<file path="config.mk">
export PLATFORM = sky130hd
export DESIGN_NAME = limit_fault_status
export DESIGN_NICKNAME = d
export VERILOG_FILES = /design/src/rtl/limit_fault_status.sv
export SDC_FILE = /design/constraint.sdc
export NUM_CORES = 1
export LEC_CHECK = 0
export BUFFER_PORTS_ARGS = -buffer_cell sky130_fd_sc_hd__buf_2
export CAP_MARGIN = 20
export CORE_ASPECT_RATIO = 0.75
export CORE_MARGIN = 2
export CORE_UTILIZATION = 43
export DETAILED_ROUTE_END_ITERATION = 10
export GPL_TIMING_DRIVEN = 0
export PLACE_DENSITY_LB_ADDON = 0.2
export SYNTH_ARGS = -nofsm -noshare
export SYNTH_HDL_FRONTEND = slang
export SYNTH_SLANG_ARGS = --single-unit
export TNS_END_PERCENT = 50
</file>
<file path="constraint.sdc">
create_clock -name clk -period 2.1 [get_ports clk]
set_clock_uncertainty 0.2 [all_clocks]
set_input_delay 0.105 -clock clk [delete_from_list [all_inputs] [get_ports clk]]
set_output_delay 0.105 -clock clk [all_outputs]
set_load 0.02 [all_outputs]
</file>
<file path="src/rtl/limit_fault_status.sv">
module limit_fault_status #(
  parameter int TEMP_W = 8,
  parameter int TACH_W = 16,
  parameter int ADDR_W = 2
) (
  input  logic                     clk,
  input  logic                     rst_n,
  input  logic signed [TEMP_W-1:0] remote_temp,
  input  logic signed [TEMP_W-1:0] remote_lo,
  input  logic signed [TEMP_W-1:0] remote_hi,
  input  logic signed [TEMP_W-1:0] local_temp,
  input  logic signed [TEMP_W-1:0] local_lo,
  input  logic signed [TEMP_W-1:0] local_hi,
  input  logic        [TACH_W-1:0] tach_count,
  input  logic        [TACH_W-1:0] tach_min,
  input  logic                     diode_fault,
  input  logic                     sensor_err,
  input  logic                     conv_busy,
  input  logic        [ADDR_W-1:0] rd_addr,
  input  logic                     rd_en,
  output logic        [7:0]        rd_data,
  output logic                     irq
);
  localparam logic [ADDR_W-1:0] A_ALERT = ADDR_W'(0);
  localparam logic [ADDR_W-1:0] A_INT1  = ADDR_W'(1);
  localparam logic [ADDR_W-1:0] A_INT2  = ADDR_W'(2);

  wire r_low  = remote_temp <= remote_lo;
  wire r_high = remote_temp >  remote_hi;
  wire l_low  = local_temp  <= local_lo;
  wire l_high = local_temp  >  local_hi;

  wire z1_fault  = r_low | r_high | diode_fault;
  wire z2_fault  = l_low | l_high;
  wire fan_fault = tach_count > tach_min;

  wire rd1 = rd_en && (rd_addr == A_INT1);
  wire rd2 = rd_en && (rd_addr == A_INT2);

  logic z1_q, z2_q, fan_q, serr_q;

  always_ff @(posedge clk) begin
    if (!rst_n) begin
      z1_q   <= 1'b0;
      z2_q   <= 1'b0;
      fan_q  <= 1'b0;
      serr_q <= 1'b0;
    end else begin
      z1_q   <= rd1 ? z1_fault   : (z1_q   | z1_fault);
      z2_q   <= rd1 ? z2_fault   : (z2_q   | z2_fault);
      fan_q  <= rd2 ? fan_fault  : (fan_q  | fan_fault);
      serr_q <= rd2 ? sensor_err : (serr_q | sensor_err);
    end
  end

  wire       summary = fan_q | serr_q;
  wire [7:0] int1    = {summary, 1'b0, z2_q, z1_q, 4'b0000};
  wire [7:0] int2    = {1'b0, serr_q, 3'b000, fan_q, 2'b00};
  wire [7:0] alert   = {conv_busy, l_high, l_low, r_high, r_low, diode_fault, 2'b00};

  always_comb begin
    case (rd_addr)
      A_ALERT: rd_data = alert;
      A_INT1:  rd_data = int1;
      A_INT2:  rd_data = int2;
      default: rd_data = 8'h00;
    endcase
  end

  assign irq = z1_q | z2_q | fan_q | serr_q;
endmodule


</file>
# Yosys cells after proc, flatten, opt, wreduce, memory -nomap -nowiden
# Index checks and enable logic that the tools add are counted.
# Widths: inputs -> output; s select.
[totals]
ramBits = 0
output_inout_bits = 9
latch_bits = 0
reg_bits = 4
memories = 0
romBits = 0
[op_classes]
eq_ne = 2
multipliers = 0
add_sub_neg = 0
reduce_logical = 3
bitwise_logic = 11
div = 0
muxes = 5
shifts = 0
n_lt_le_gt_ge = 5
[op_table]
columns = ["op", "count"]
rows = [
  ["$pmux 8 s3", 1],
  ["$gt 16x16->1", 1],
  ["$gt 8x8->1", 2],
  ["$le 8x8->1", 2],
  ["$or 1x1->1", 11],
  ["$mux 1", 4],
  ["$eq 2x1->1 const B", 1],
  ["$eq 2x2->1 const B", 1],
  ["$logic_and 1x1->1", 2],
  ["$logic_not 2->1", 1],
]

# Logic depth before layout (Yosys ltp)
# Gate-level depths: netlist (run 1).
[depth]
word_depth = 5
depth_mapped = 7
depth_no_buf = 7

# Least setup slack after synthesis (run 1)
# OpenSTA, ideal clock, no wires.
[synth_timing]
path_type = "input -> output"
from = "input remote_hi[7]"
to = "output rd_data[4]"
cell_stages = 7
path_buffers = 0
path_slack_ns = 0.241
arrival_ns = 1.554
path_cell_list = "inv_1 ha_1 nand4_1 nor2_1 a32o_1 a41o_1 o31ai_1"
[synth_via]
elab_chain_len = 2
[synth_rtl]
columns = ["item", "line", "source"]
rows = [
  ["start, declared", "10", "input logic signed [TEMP_W-1:0] remote_hi,"],
  ["$gt 8x8->1", "29", "wire r_high = remote_temp > remote_hi;"],
  ["$pmux 8 s3", "62", "case (rd_addr)"],
  ["end, declared", "21", "output logic [7:0] rd_data,"],
]
# Every way passes these cells.

# Worst setup path after layout (run 1)
[layout_timing]
from = "input local_temp[5]"
to = "output rd_data[5]"
[layout_via]
elab_chain_len = 2
[layout_rtl]
columns = ["item", "line", "source"]
rows = [
  ["start, declared", "11", "input logic signed [TEMP_W-1:0] local_temp,"],
  ["$le 8x8->1", "30", "wire l_low = local_temp <= local_lo;"],
  ["$pmux 8 s3", "62", ""],
]
# Every way passes these cells.

==> PnR_summary.wiki, run 1 <==
{| class="wikitable"
! Metric !! Value
|-
| Global-route wire length before repair || approximately 5.6 mm
|-
| Data required time of the worst path || around 1.8 ns
|-
| Number of library cell types mapped by synthesis || 39
|-
| Power density over cell area || 300 mW/mm²
|-
| Area fraction of the dominant cell type after synthesis || 0.403
|-
| Initial antenna violation count || 0
|-
| Yosys Warn Count || 0
|-
| Post-route cell area || approximately 0.0021 mm²
|-
| Worst-path cell with the longest stage delay || sky130_fd_sc_hd__a2111oi_4
|-
| Combinational family with the most area after synthesis || adder cells
|-
| Hold violation count in the final report || 0
|-
| Timing-limited maximum frequency || between 500 and 600 MHz
|-
| Die area || slightly below 0.004 mm²
|-
| Max cap viols || 0
|-
| Count of input and output buffers || 92
|-
| Worst VDD drop || approximately 0.18 mV
|-
| CTS tree || done
|-
| Layout Area Growth over Synthesis || 40.1%
|-
| Unrepaired setup endpoints after global routing || false
|-
| X dimension of the die || 72.0 µm
|-
| Proportion of register bits with asynchronous set or reset after synthesis || 0
|-
| Max Root-Sink Buffers || 2
|-
| Tightest Hold Check Type || input pin to flop
|-
| Area share of fa/ha/maj cells after synthesis || 0.403
|-
| Number of cells in the finished layout apart from fillers || ~350
|-
| Starting utilization of the core area || 0.450
|-
| Post-layout net count || 447
|-
| Sink count of the clock tree || 4
|-
| Worst setup timing slack at the placement stage || between 0.05 and 0.06 ns
|-
| TritonRoute pass-1 iters || 4
|-
| Instance count after placement with tap cells included || roughly 340
|-
| Placement-stage cell area || about 0.002 mm²
|-
| Post-Synthesis Mean Instance Area || around 7.1 µm²
|-
| Boundary pin count || 97
|-
| TritonCTS buffer count || 3
|-
| Detail-routed via count per cell || between 4 and 5
|-
| Clock transition at the registers of the reported paths || approximately 0.03 ns
|-
| Ratio of final minimum period to clock period || 0.917
|-
| # H-tree levels || 1
|-
| Start-to-end type of the worst setup path || input pin to primary output
|-
| CP Cell Sequence || buf_2 > ha_1 > a21o_1 > a2111oi_4 > o221ai_1 > o311ai_1 > o21a_1 > buf_2
|-
| Total core area || around 0.0033 mm²
|-
| Count leader, synth || sky130_fd_sc_hd__inv_1
|-
| Critical-path maximum fanout || 2
|-
| Proportion of synthesized area in mux cells || 0.00672
|-
| Die extent in y || 55.0 µm
|-
| Leakage component of the power || between 1 and 1.5 nW
|-
| Fraction of the mapped netlist area in compound gates || 0.209
|-
| Crit path top cell by count || sky130_fd_sc_hd__buf_2
|-
| Synth Area in XOR/XNOR || 0
|-
| Outcome || finished clean
|-
| Number of storage elements in the synthesis netlist || 4
|-
| Final worst setup slack || approximately 0.17 ns
|-
| Pins Over Slew Limit || 0
|-
| Overall routing resource usage || 0.176
|-
| Met1 routing resource usage after global routing || 0.217
|-
| # Post-CTS Setup Buffers || 0
|-
| Most frequent cells after synthesis || sky130_fd_sc_hd__inv_1, sky130_fd_sc_hd__ha_1, sky130_fd_sc_hd__a21oi_1, sky130_fd_sc_hd__nand2_1, sky130_fd_sc_hd__nor2_1
|-
| Area fraction in and, or, nand and nor cells after synthesis || 0.176
|-
| Accumulated negative setup slack || 0 ns
|-
| Total via count after detailed routing || approximately 1700
|-
| Final WL || 3.46 mm
|-
| Area leader, netlist || sky130_fd_sc_hd__ha_1
|-
| Synth area leaders || sky130_fd_sc_hd__ha_1, sky130_fd_sc_hd__inv_1, sky130_fd_sc_hd__a21oi_1
|-
| Share of cells above drive strength 1 || 0.317
|-
| Iteration-0 DRC count of the detailed router || 22
|-
| Root buf cell || sky130_fd_sc_hd__clkbuf_8
|-
| Via count of the first global-routing pass || 1474
|-
| Global placer's final weighted congestion || roughly 0.81
|-
| Grt peak-use layer || met2
|-
| Met2 usage || 0.326
|-
| Fill cells || about 320
|-
| Std cell rows || 18
|-
| Largest net degree at the start of global routing || 11
|-
| DR DRC count || 0
|-
| Antenna Cells || 0
|-
| Dominant delay contributor by cell family on the critical path || compound AO/OA/AOI/OAI gates
|-
| Average wire per standard cell || slightly below 10 µm
|-
| Clock Latency Late Sink || 0.21 ns
|-
| Final number of setup-violating endpoints || 0
|-
| Synthesized area || between 0.001 and 0.0015 mm²
|-
| EDFF count, synth || 0
|-
| Synth Flop Type || sky130_fd_sc_hd__dfxtp_1
|-
| Category of the worst setup path launch point || input pin
|-
| Clock period minus worst slack || roughly 1.9 ns
|-
| Remaining global-route overflow || 0
|-
| Critical Path End Type || primary output
|-
| Crit path buf inv count || 2
|-
| DP HPWL || 3.26 mm
|-
| Post-route antenna net violation count || 0
|-
| Global-route met3 utilization || 0.0272
|-
| Critical Path Max Stage Delay || 0.31 ns
|-
| Worst path arrival time || approximately 1.6 ns
|-
| Share of synthesized area occupied by flip-flops and latches || 0.0537
|-
| Cell count after synthesis || 210
|}
[worst paths after layout]
kind / cells after the start / slack, ns / to / from
max: 8 / 0.17 / rd_data[5] / local_temp[5]
min: 3 / 0.01 / z1_q / diode_fault
max reg2reg: 3 / 0.75 / serr_q / serr_q
min reg2reg: 2 / 0.39 / z1_q / z1_q
[per-layer routing]
metal | vias up | part of all wire | wire [µm]
li1 | 920 | - | -
met1 | 722 | 0.47 | 1630
met2 | 56 | 0.45 | 1540
met3 | 5 | 0.071 | 245
met4 | 0 | 0.011 | 39
met5 | - | 0 | 0
[final cells by class]
class,count,area [µm²],share of cell area
sequential,4,80.1,0.0383
buffer,4,22.5,0.0108
clock buffer,3,41.3,0.0198
timing repair buffer,95,490,0.235
multi-input combinational,150,1200,0.577
inverter,53,199,0.0953
tap,40,50.0,0.0240
[through the flow]
stage	utilization	hold slack, ns	total power [mW]
after floorplan	-	0.0224	0.311
after global placement	0.605	0.113	0.445
after detailed placement	0.605	0.124	0.455
after CTS	0.627	0.0128	0.628
after global routing	0.631	0.0527	0.692
final	0.631	0.00994	0.625
[sequential cells by signal, summed over array words and instances, names as in the netlist]
name and cells:
z1_q 1, z2_q 1, serr_q 1, fan_q 1
[kinds of logic (layout without fill, tap and decap cells)]
logic type	Yosys count	in the layout
adders and majority gates	48	48
and+or+nand+nor	52	52
muxes	1	1
buffers and inverters	57	155
AOI/OAI and AO/OA	47	47
other	1	2
DFF	4	4
[timing repair]
| action | CTS | global route |
|---|---|---|
| resized for setup | 0 | 2 |
| endpoints found under the hold margin | 3 | 0 |
| setup endpoints to repair | 0 | 1 |
| hold buffers | 3 | 0 |
[worst reg2reg max path, cell delays in order (launching register included)]
cell,delay (ns)
sky130_fd_sc_hd__dfxtp_1,0.32
sky130_fd_sc_hd__a21oi_1,0.13
sky130_fd_sc_hd__nor2_1,0.05
sky130_fd_sc_hd__dlygate4sd3_1,0.54
[power by group]
group | total (mW) | switching (mW) | internal [mW] | leakage [nW]
combinational | 0.371 | 0.186 | 0.185 | 1.23
clock | 0.164 | 0.0420 | 0.122 | 0.0216
sequential | 0.0899 | 0.00580 | 0.0841 | 0.0336
total | 0.625 | 0.234 | 0.391 | 1.28
[cells in the final DEF (no fill, tap or decap), types with 2 or more instances in the layout]
cell type	count
sky130_fd_sc_hd__and4_1	2
sky130_fd_sc_hd__dlygate4sd3_1	3
sky130_fd_sc_hd__clkbuf_1	2
sky130_fd_sc_hd__inv_1	53
sky130_fd_sc_hd__conb_1	2
sky130_fd_sc_hd__nand2_1	16
sky130_fd_sc_hd__o211ai_1	3
sky130_fd_sc_hd__buf_2	92
sky130_fd_sc_hd__o21ai_0	5
sky130_fd_sc_hd__o21a_1	3
sky130_fd_sc_hd__a21o_1	2
sky130_fd_sc_hd__nor2_1	10
sky130_fd_sc_hd__nand4_1	6
sky130_fd_sc_hd__a211oi_1	3
sky130_fd_sc_hd__nor2b_1	7
sky130_fd_sc_hd__nand3b_1	2
sky130_fd_sc_hd__ha_1	48
sky130_fd_sc_hd__clkbuf_8	3
sky130_fd_sc_hd__nand3_1	3
sky130_fd_sc_hd__a21oi_1	16
sky130_fd_sc_hd__nor3_1	2
sky130_fd_sc_hd__buf_4	2
sky130_fd_sc_hd__o21ai_1	2
sky130_fd_sc_hd__dfxtp_1	4
(Power assumes the default switching activity.)
==> run 2, diff against run 1 <==
CORE_MARGIN = not set   (was 2)
==> PnR_summary.wiki, run 2 (synthesis gave the netlist of run 1 again) <==
{| class="wikitable"
! Metric !! Value
|-
| Ratio of final minimum period to clock period || 0.943 (was 0.917)
|-
| Post-layout net count || 448 (was 447)
|-
| Remaining global-route overflow || 0 (unchanged)
|-
| Total core area || 0.00329 mm² (was 0.00331 mm²)
|-
| Outcome || finished clean (unchanged)
|-
| Antenna Cells || 0 (unchanged)
|-
| Global placer's final weighted congestion || 0.738 (was 0.811)
|-
| Initial antenna violation count || 0 (unchanged)
|-
| DR DRC count || 0 (unchanged)
|-
| Critical-path maximum fanout || 2 (unchanged)
|-
| Fin Hold WS || 0.100 ns (was 0.00994 ns)
|-
| Post-route antenna net violation count || 0 (unchanged)
|-
| DP HPWL || 2.90 mm (was 3.26 mm)
|-
| Std cell rows || 18 (unchanged)
|-
| Average wire per standard cell || 9.17 µm (was 9.92 µm)
|-
| Die area || 0.00371 mm² (was 0.00396 mm²)
|-
| Max cap viols || 0 (unchanged)
|-
| Total via count after detailed routing || 1629 (was 1703)
|-
| Final worst setup slack || 0.120 ns (was 0.173 ns)
|-
| Unrepaired setup endpoints after global routing || false (unchanged)
|-
| Worst path arrival time || 1.68 ns (was 1.62 ns)
|-
| TritonCTS buffer count || 3 (unchanged)
|-
| Detail-routed via count per cell || 4.65 (was 4.88)
|-
| Met1 routing resource usage after global routing || 0.255 (was 0.217)
|-
| Max Root-Sink Buffers || 2 (unchanged)
|-
| Die extent in y || 53.0 µm (was 55.0 µm)
|-
| Final WL || 3.21 mm (was 3.46 mm)
|-
| Power density over cell area || 298 mW/mm² (was 300 mW/mm²)
|-
| Leakage component of the power || 1.29 nW (was 1.28 nW)
|-
| Worst VDD drop || 0.131 mV (was 0.178 mV)
|-
| Start-to-end type of the worst setup path || input pin to primary output (unchanged)
|-
| Data required time of the worst path || 1.79 ns (about the same)
|-
| Accumulated negative setup slack || 0 ns (unchanged)
|-
| Clock transition at the registers of the reported paths || 0.03 ns (about the same)
|-
| Dominant delay contributor by cell family on the critical path || compound AO/OA/AOI/OAI gates (unchanged)
|-
| Clock period minus worst slack || 1.98 ns (was 1.93 ns)
|-
| Crit path buf inv count || 2 (unchanged)
|-
| Timing-limited maximum frequency || 505 MHz (was 519 MHz)
|-
| Grt peak-use layer || met2 (unchanged)
|-
| Final number of setup-violating endpoints || 0 (unchanged)
|-
| Crit path top cell by count || sky130_fd_sc_hd__buf_2 (unchanged)
|-
| Share of cells above drive strength 1 || 0.316 (was 0.317)
|-
| Via count of the first global-routing pass || 1362 (was 1474)
|-
| Pins Over Slew Limit || 0 (unchanged)
|-
| Tightest Hold Check Type || input pin to flop (unchanged)
|-
| Critical Path End Type || primary output (unchanged)
|-
| TritonRoute pass-1 iters || 4 (unchanged)
|-
| Clock Latency Late Sink || 0.22 ns (was 0.21 ns)
|-
| Worst setup timing slack at the placement stage || 0.0409 ns (was 0.0598 ns)
|-
| Met2 usage || 0.287 (was 0.326)
|-
| # Post-CTS Setup Buffers || 0 (unchanged)
|-
| Root buf cell || sky130_fd_sc_hd__clkbuf_8 (unchanged)
|-
| CTS tree || done (unchanged)
|-
| Largest net degree at the start of global routing || 11 (unchanged)
|-
| Sink count of the clock tree || 4 (unchanged)
|-
| Iteration-0 DRC count of the detailed router || 41 (was 22)
|-
| CP Cell Sequence || buf_2 > ha_1 > a21o_1 > a2111oi_4 > o221ai_1 > o311ai_1 > o21a_1 > buf_2 (unchanged)
|-
| Count of input and output buffers || 92 (unchanged)
|-
| Worst-path cell with the longest stage delay || sky130_fd_sc_hd__a2111oi_4 (unchanged)
|-
| Hold violation count in the final report || 0 (unchanged)
|-
| # H-tree levels || 1 (unchanged)
|-
| Global-route wire length before repair || 5.40 mm (was 5.59 mm)
|-
| Most frequent standard cell in the layout excluding fill and tap cells || sky130_fd_sc_hd__buf_2 (unchanged)
|-
| Starting utilization of the core area || 0.453 (was 0.450)
|-
| X dimension of the die || 70.0 µm (was 72.0 µm)
|-
| Global-route met3 utilization || 0.0267 (was 0.0272)
|-
| Critical Path Max Stage Delay || 0.33 ns (was 0.31 ns)
|-
| Final Total Pwr || 0.624 mW (was 0.625 mW)
|-
| Most frequent cells in the layout || sky130_fd_sc_hd__buf_2, sky130_fd_sc_hd__inv_1, sky130_fd_sc_hd__ha_1 (unchanged)
|-
| Layout Area Growth over Synthesis || 40.8% (was 40.1%)
|-
| Overall routing resource usage || 0.180 (was 0.176)
|-
| Boundary pin count || 97 (unchanged)
|-
| Category of the worst setup path launch point || input pin (unchanged)
|}
## run 2: cell count changes in the layout (fill, tap and decap cells not counted), sizes merged
| cell | before | now |
|---|---|---|
| dlygate4sd3 | 3 | 4 |
## run 2: layout make-up
| type | instances | area, µm² |
|---|---|---|
| plain buffers | 4 | 22.5 |
| clock buffers | 3 | 41.3 |
| fillers | 307 | 1190 |
| inverters | 53 | 199 |
| multi-input cells | 150 | 1200 |
| flip-flops and latches | 4 | 80.1 |
| well taps | 40 | 50.0 |
| repair buffers | 96 | 500 |
## run 2: power breakdown
group	total, mW	internal (mW)	leakage, nW	switching, mW
combinational	0.370	0.186	1.23	0.183
clock	0.164	0.122	0.0216	0.0415
sequential	0.0907	0.0841	0.0336	0.00659
## run 2: metal layers
layer / wire length [µm] / share of wire
met1: 1740 / 0.54
met2: 1250 / 0.39
met3: 201 / 0.063
met4: 17 / 0.0053
met5: 0 / 0
## run 2: path summary, 6_finish.rpt
check / start / cells past startpoint / to / slack, ns
max: local_temp[5] / 8 / rd_data[5] / 0.12
min: rd_en / 5 / z2_q / 0.10
max reg2reg: serr_q / 3 / serr_q / 0.73
min reg2reg: z2_q / 3 / z2_q / 0.39
## run 2: what timing repair did
item / 4_1_cts / 5_1_grt
hold endpoints to repair: 3 / 0
hold buffers: 4 / 0
endpoints found under the setup margin: 0 / 1
gates resized for setup: 0 / 2
## run 2: metrics by stage
stage | cells | utilization | area [µm²]
floorplan | 211 | - | 1490
global placement | 343 | 0.610 | 2000
detailed placement | 343 | 0.610 | 2000
CTS | 350 | 0.634 | 2090
global route | 350 | 0.638 | 2100
finish | 350 | 0.638 | 2100
## run 2: worst min-delay path: cells and delay by family
kind	cells	cell delay, ns
AO/OA/AOI/OAI	1	0.10
AND/OR/NAND/NOR	3	0.18
buffers and inverters	1	0.11
==> run 3, diff against run 2 <==
MAX_ROUTING_LAYER = met4   (was not set)
==> PnR_summary.wiki, run 3 (synthesis gave the netlist of run 1 again) <==
{| class="wikitable"
! Metric !! Value
|-
| Detail-routed via count per cell || 4.65 (unchanged)
|-
| DR DRC count || 0 (unchanged)
|-
| Accumulated negative setup slack || 0 ns (unchanged)
|-
| Final number of setup-violating endpoints || 0 (unchanged)
|-
| Post-route antenna net violation count || 0 (unchanged)
|-
| Initial antenna violation count || 0 (unchanged)
|-
| Timing-limited maximum frequency || 505 MHz (about the same)
|-
| Post-layout net count || 448 (unchanged)
|-
| Die extent in y || 53.0 µm (unchanged)
|-
| Psw || 0.232 mW (was 0.231 mW)
|-
| Average wire per standard cell || 9.17 µm (unchanged)
|-
| Worst path arrival time || 1.68 ns (about the same)
|-
| Critical-path maximum fanout || 2 (unchanged)
|-
| Boundary pin count || 97 (unchanged)
|-
| Iteration-0 DRC count of the detailed router || 44 (was 41)
|-
| Sink count of the clock tree || 4 (unchanged)
|-
| Category of the worst setup path launch point || input pin (unchanged)
|-
| Die area || 0.00371 mm² (unchanged)
|-
| Clock transition at the registers of the reported paths || 0.03 ns (about the same)
|-
| Layout Area Growth over Synthesis || 40.8% (unchanged)
|-
| Placement-stage cell area || 0.00200 mm² (unchanged)
|-
| Power density over cell area || 298 mW/mm² (about the same)
|-
| X dimension of the die || 70.0 µm (unchanged)
|-
| Internal Pwr Total || 0.393 mW (about the same)
|-
| Data required time of the worst path || 1.79 ns (about the same)
|-
| Most frequent standard cell in the layout excluding fill and tap cells || sky130_fd_sc_hd__buf_2 (unchanged)
|-
| Ratio of final minimum period to clock period || 0.943 (about the same)
|-
| Starting utilization of the core area || 0.453 (unchanged)
|-
| Std cell rows || 18 (unchanged)
|-
| Leakage component of the power || 1.29 nW (unchanged)
|-
| Antenna Cells || 0 (unchanged)
|-
| Via count of the first global-routing pass || 1363 (was 1362)
|-
| Clock Latency Late Sink || 0.22 ns (about the same)
|-
| Max cap viols || 0 (unchanged)
|-
| Number of cells in the finished layout apart from fillers || 350 (unchanged)
|-
| Pins Over Slew Limit || 0 (unchanged)
|-
| Instance count after placement with tap cells included || 343 (unchanged)
|-
| Critical Path End Type || primary output (unchanged)
|-
| Unrepaired setup endpoints after global routing || false (unchanged)
|-
| Most frequent cells in the layout || sky130_fd_sc_hd__buf_2, sky130_fd_sc_hd__inv_1, sky130_fd_sc_hd__ha_1 (unchanged)
|-
| Clock network fraction of design power || 0.263 (was 0.262)
|-
| Fin Hold WS || 0.0999 ns (was 0.100 ns)
|-
| CTS tree || done (unchanged)
|-
| Max Root-Sink Buffers || 2 (unchanged)
|-
| Global placer's final weighted congestion || 0.747 (was 0.738)
|-
| Largest net degree at the start of global routing || 11 (unchanged)
|-
| Tightest Hold Check Type || input pin to flop (unchanged)
|-
| Final Total Pwr || 0.625 mW (was 0.624 mW)
|-
| TritonRoute pass-1 iters || 4 (unchanged)
|-
| Post-route cell area || 0.00210 mm² (unchanged)
|-
| Sequential group share of total power || 0.145 (about the same)
|-
| Total core area || 0.00329 mm² (unchanged)
|-
| Overall routing resource usage || 0.185 (was 0.180)
|-
| Worst VDD drop || 0.132 mV (was 0.131 mV)
|-
| Start-to-end type of the worst setup path || input pin to primary output (unchanged)
|-
| Global-route wire length before repair || 5.39 mm (was 5.40 mm)
|-
| Remaining global-route overflow || 0 (unchanged)
|-
| Total via count after detailed routing || 1629 (unchanged)
|-
| Count of input and output buffers || 92 (unchanged)
|-
| Clock period minus worst slack || 1.98 ns (about the same)
|-
| Root buf cell || sky130_fd_sc_hd__clkbuf_8 (unchanged)
|-
| TritonCTS buffer count || 3 (unchanged)
|-
| DP HPWL || 2.90 mm (unchanged)
|-
| Share of cells above drive strength 1 || 0.316 (unchanged)
|-
| Part of the power in combinational logic || 0.592 (about the same)
|-
| Switching part of the total power || 0.371 (about the same)
|-
| Outcome || finished clean (unchanged)
|-
| Final WL || 3.21 mm (unchanged)
|-
| Hold violation count in the final report || 0 (unchanged)
|-
| # H-tree levels || 1 (unchanged)
|}
[run 3: cell counts in the layout (fill, tap and decap cells not counted)]
Identical to the previous run, type by type.
[run 3: final timing paths]
path,slack [ns],end,cells after the start,start
min,0.1,z2_q,5,rd_en
min reg2reg,0.39,z2_q,3,z2_q
max reg2reg,0.73,serr_q,3,serr_q
max,0.12,rd_data[5],8,local_temp[5]
[run 3: stage by stage]
step | worst slack (ns) | utilization
floorplan | 0.241 | -
CTS | 0.0362 | 0.634
global placement | 0.0596 | 0.610
global route | 0.0422 | 0.638
finish | 0.120 | 0.638
detailed placement | 0.0409 | 0.610
[run 3: worst max-delay path, stage by stage]
cell and delay (ns):
sky130_fd_sc_hd__buf_2 0.11, sky130_fd_sc_hd__ha_1 0.31, sky130_fd_sc_hd__a21o_1 0.21, sky130_fd_sc_hd__a2111oi_4 0.33, sky130_fd_sc_hd__o221ai_1 0.17, sky130_fd_sc_hd__o311ai_1 0.12, sky130_fd_sc_hd__o21a_1 0.15, sky130_fd_sc_hd__buf_2 0.16
[run 3: layout make-up]
class	count	area, µm²
Buffer	4	22.5
Tap cell	40	50.0
Timing Repair Buffer	96	500
Multi-Input combinational cell	150	1200
Fill cell	307	1190
Sequential cell	4	80.1
Clock buffer	3	41.3
Inverter	53	199
[run 3: power groups by stage]
stage          sequential (mW)  clock (mW)  combinational (mW)
5_1_grt                 0.0910       0.173               0.432
2_1_floorplan           0.0891           0               0.222
3_3_place_gp            0.0908           0               0.353
4_1_cts                 0.0900       0.169               0.367
6_report                0.0907       0.164               0.370
3_5_place_dp            0.0911           0               0.358
[run 3: routing by layer]
metal  vias up  wire length [µm]  global-route usage
met5         -                 0                   -
met4         0                17              0.0400
met3         2               199              0.0267
met2        57              1260               0.287
met1       651              1740               0.255
li1        919                 -                   -
[run 3: timing repair]
action | CTS | global route
gates resized for setup | 0 | 2
endpoints found under the setup margin | 0 | 1
hold buffers | 4 | 0
endpoints found under the hold margin | 3 | 0
setup buffers | 0 | 0
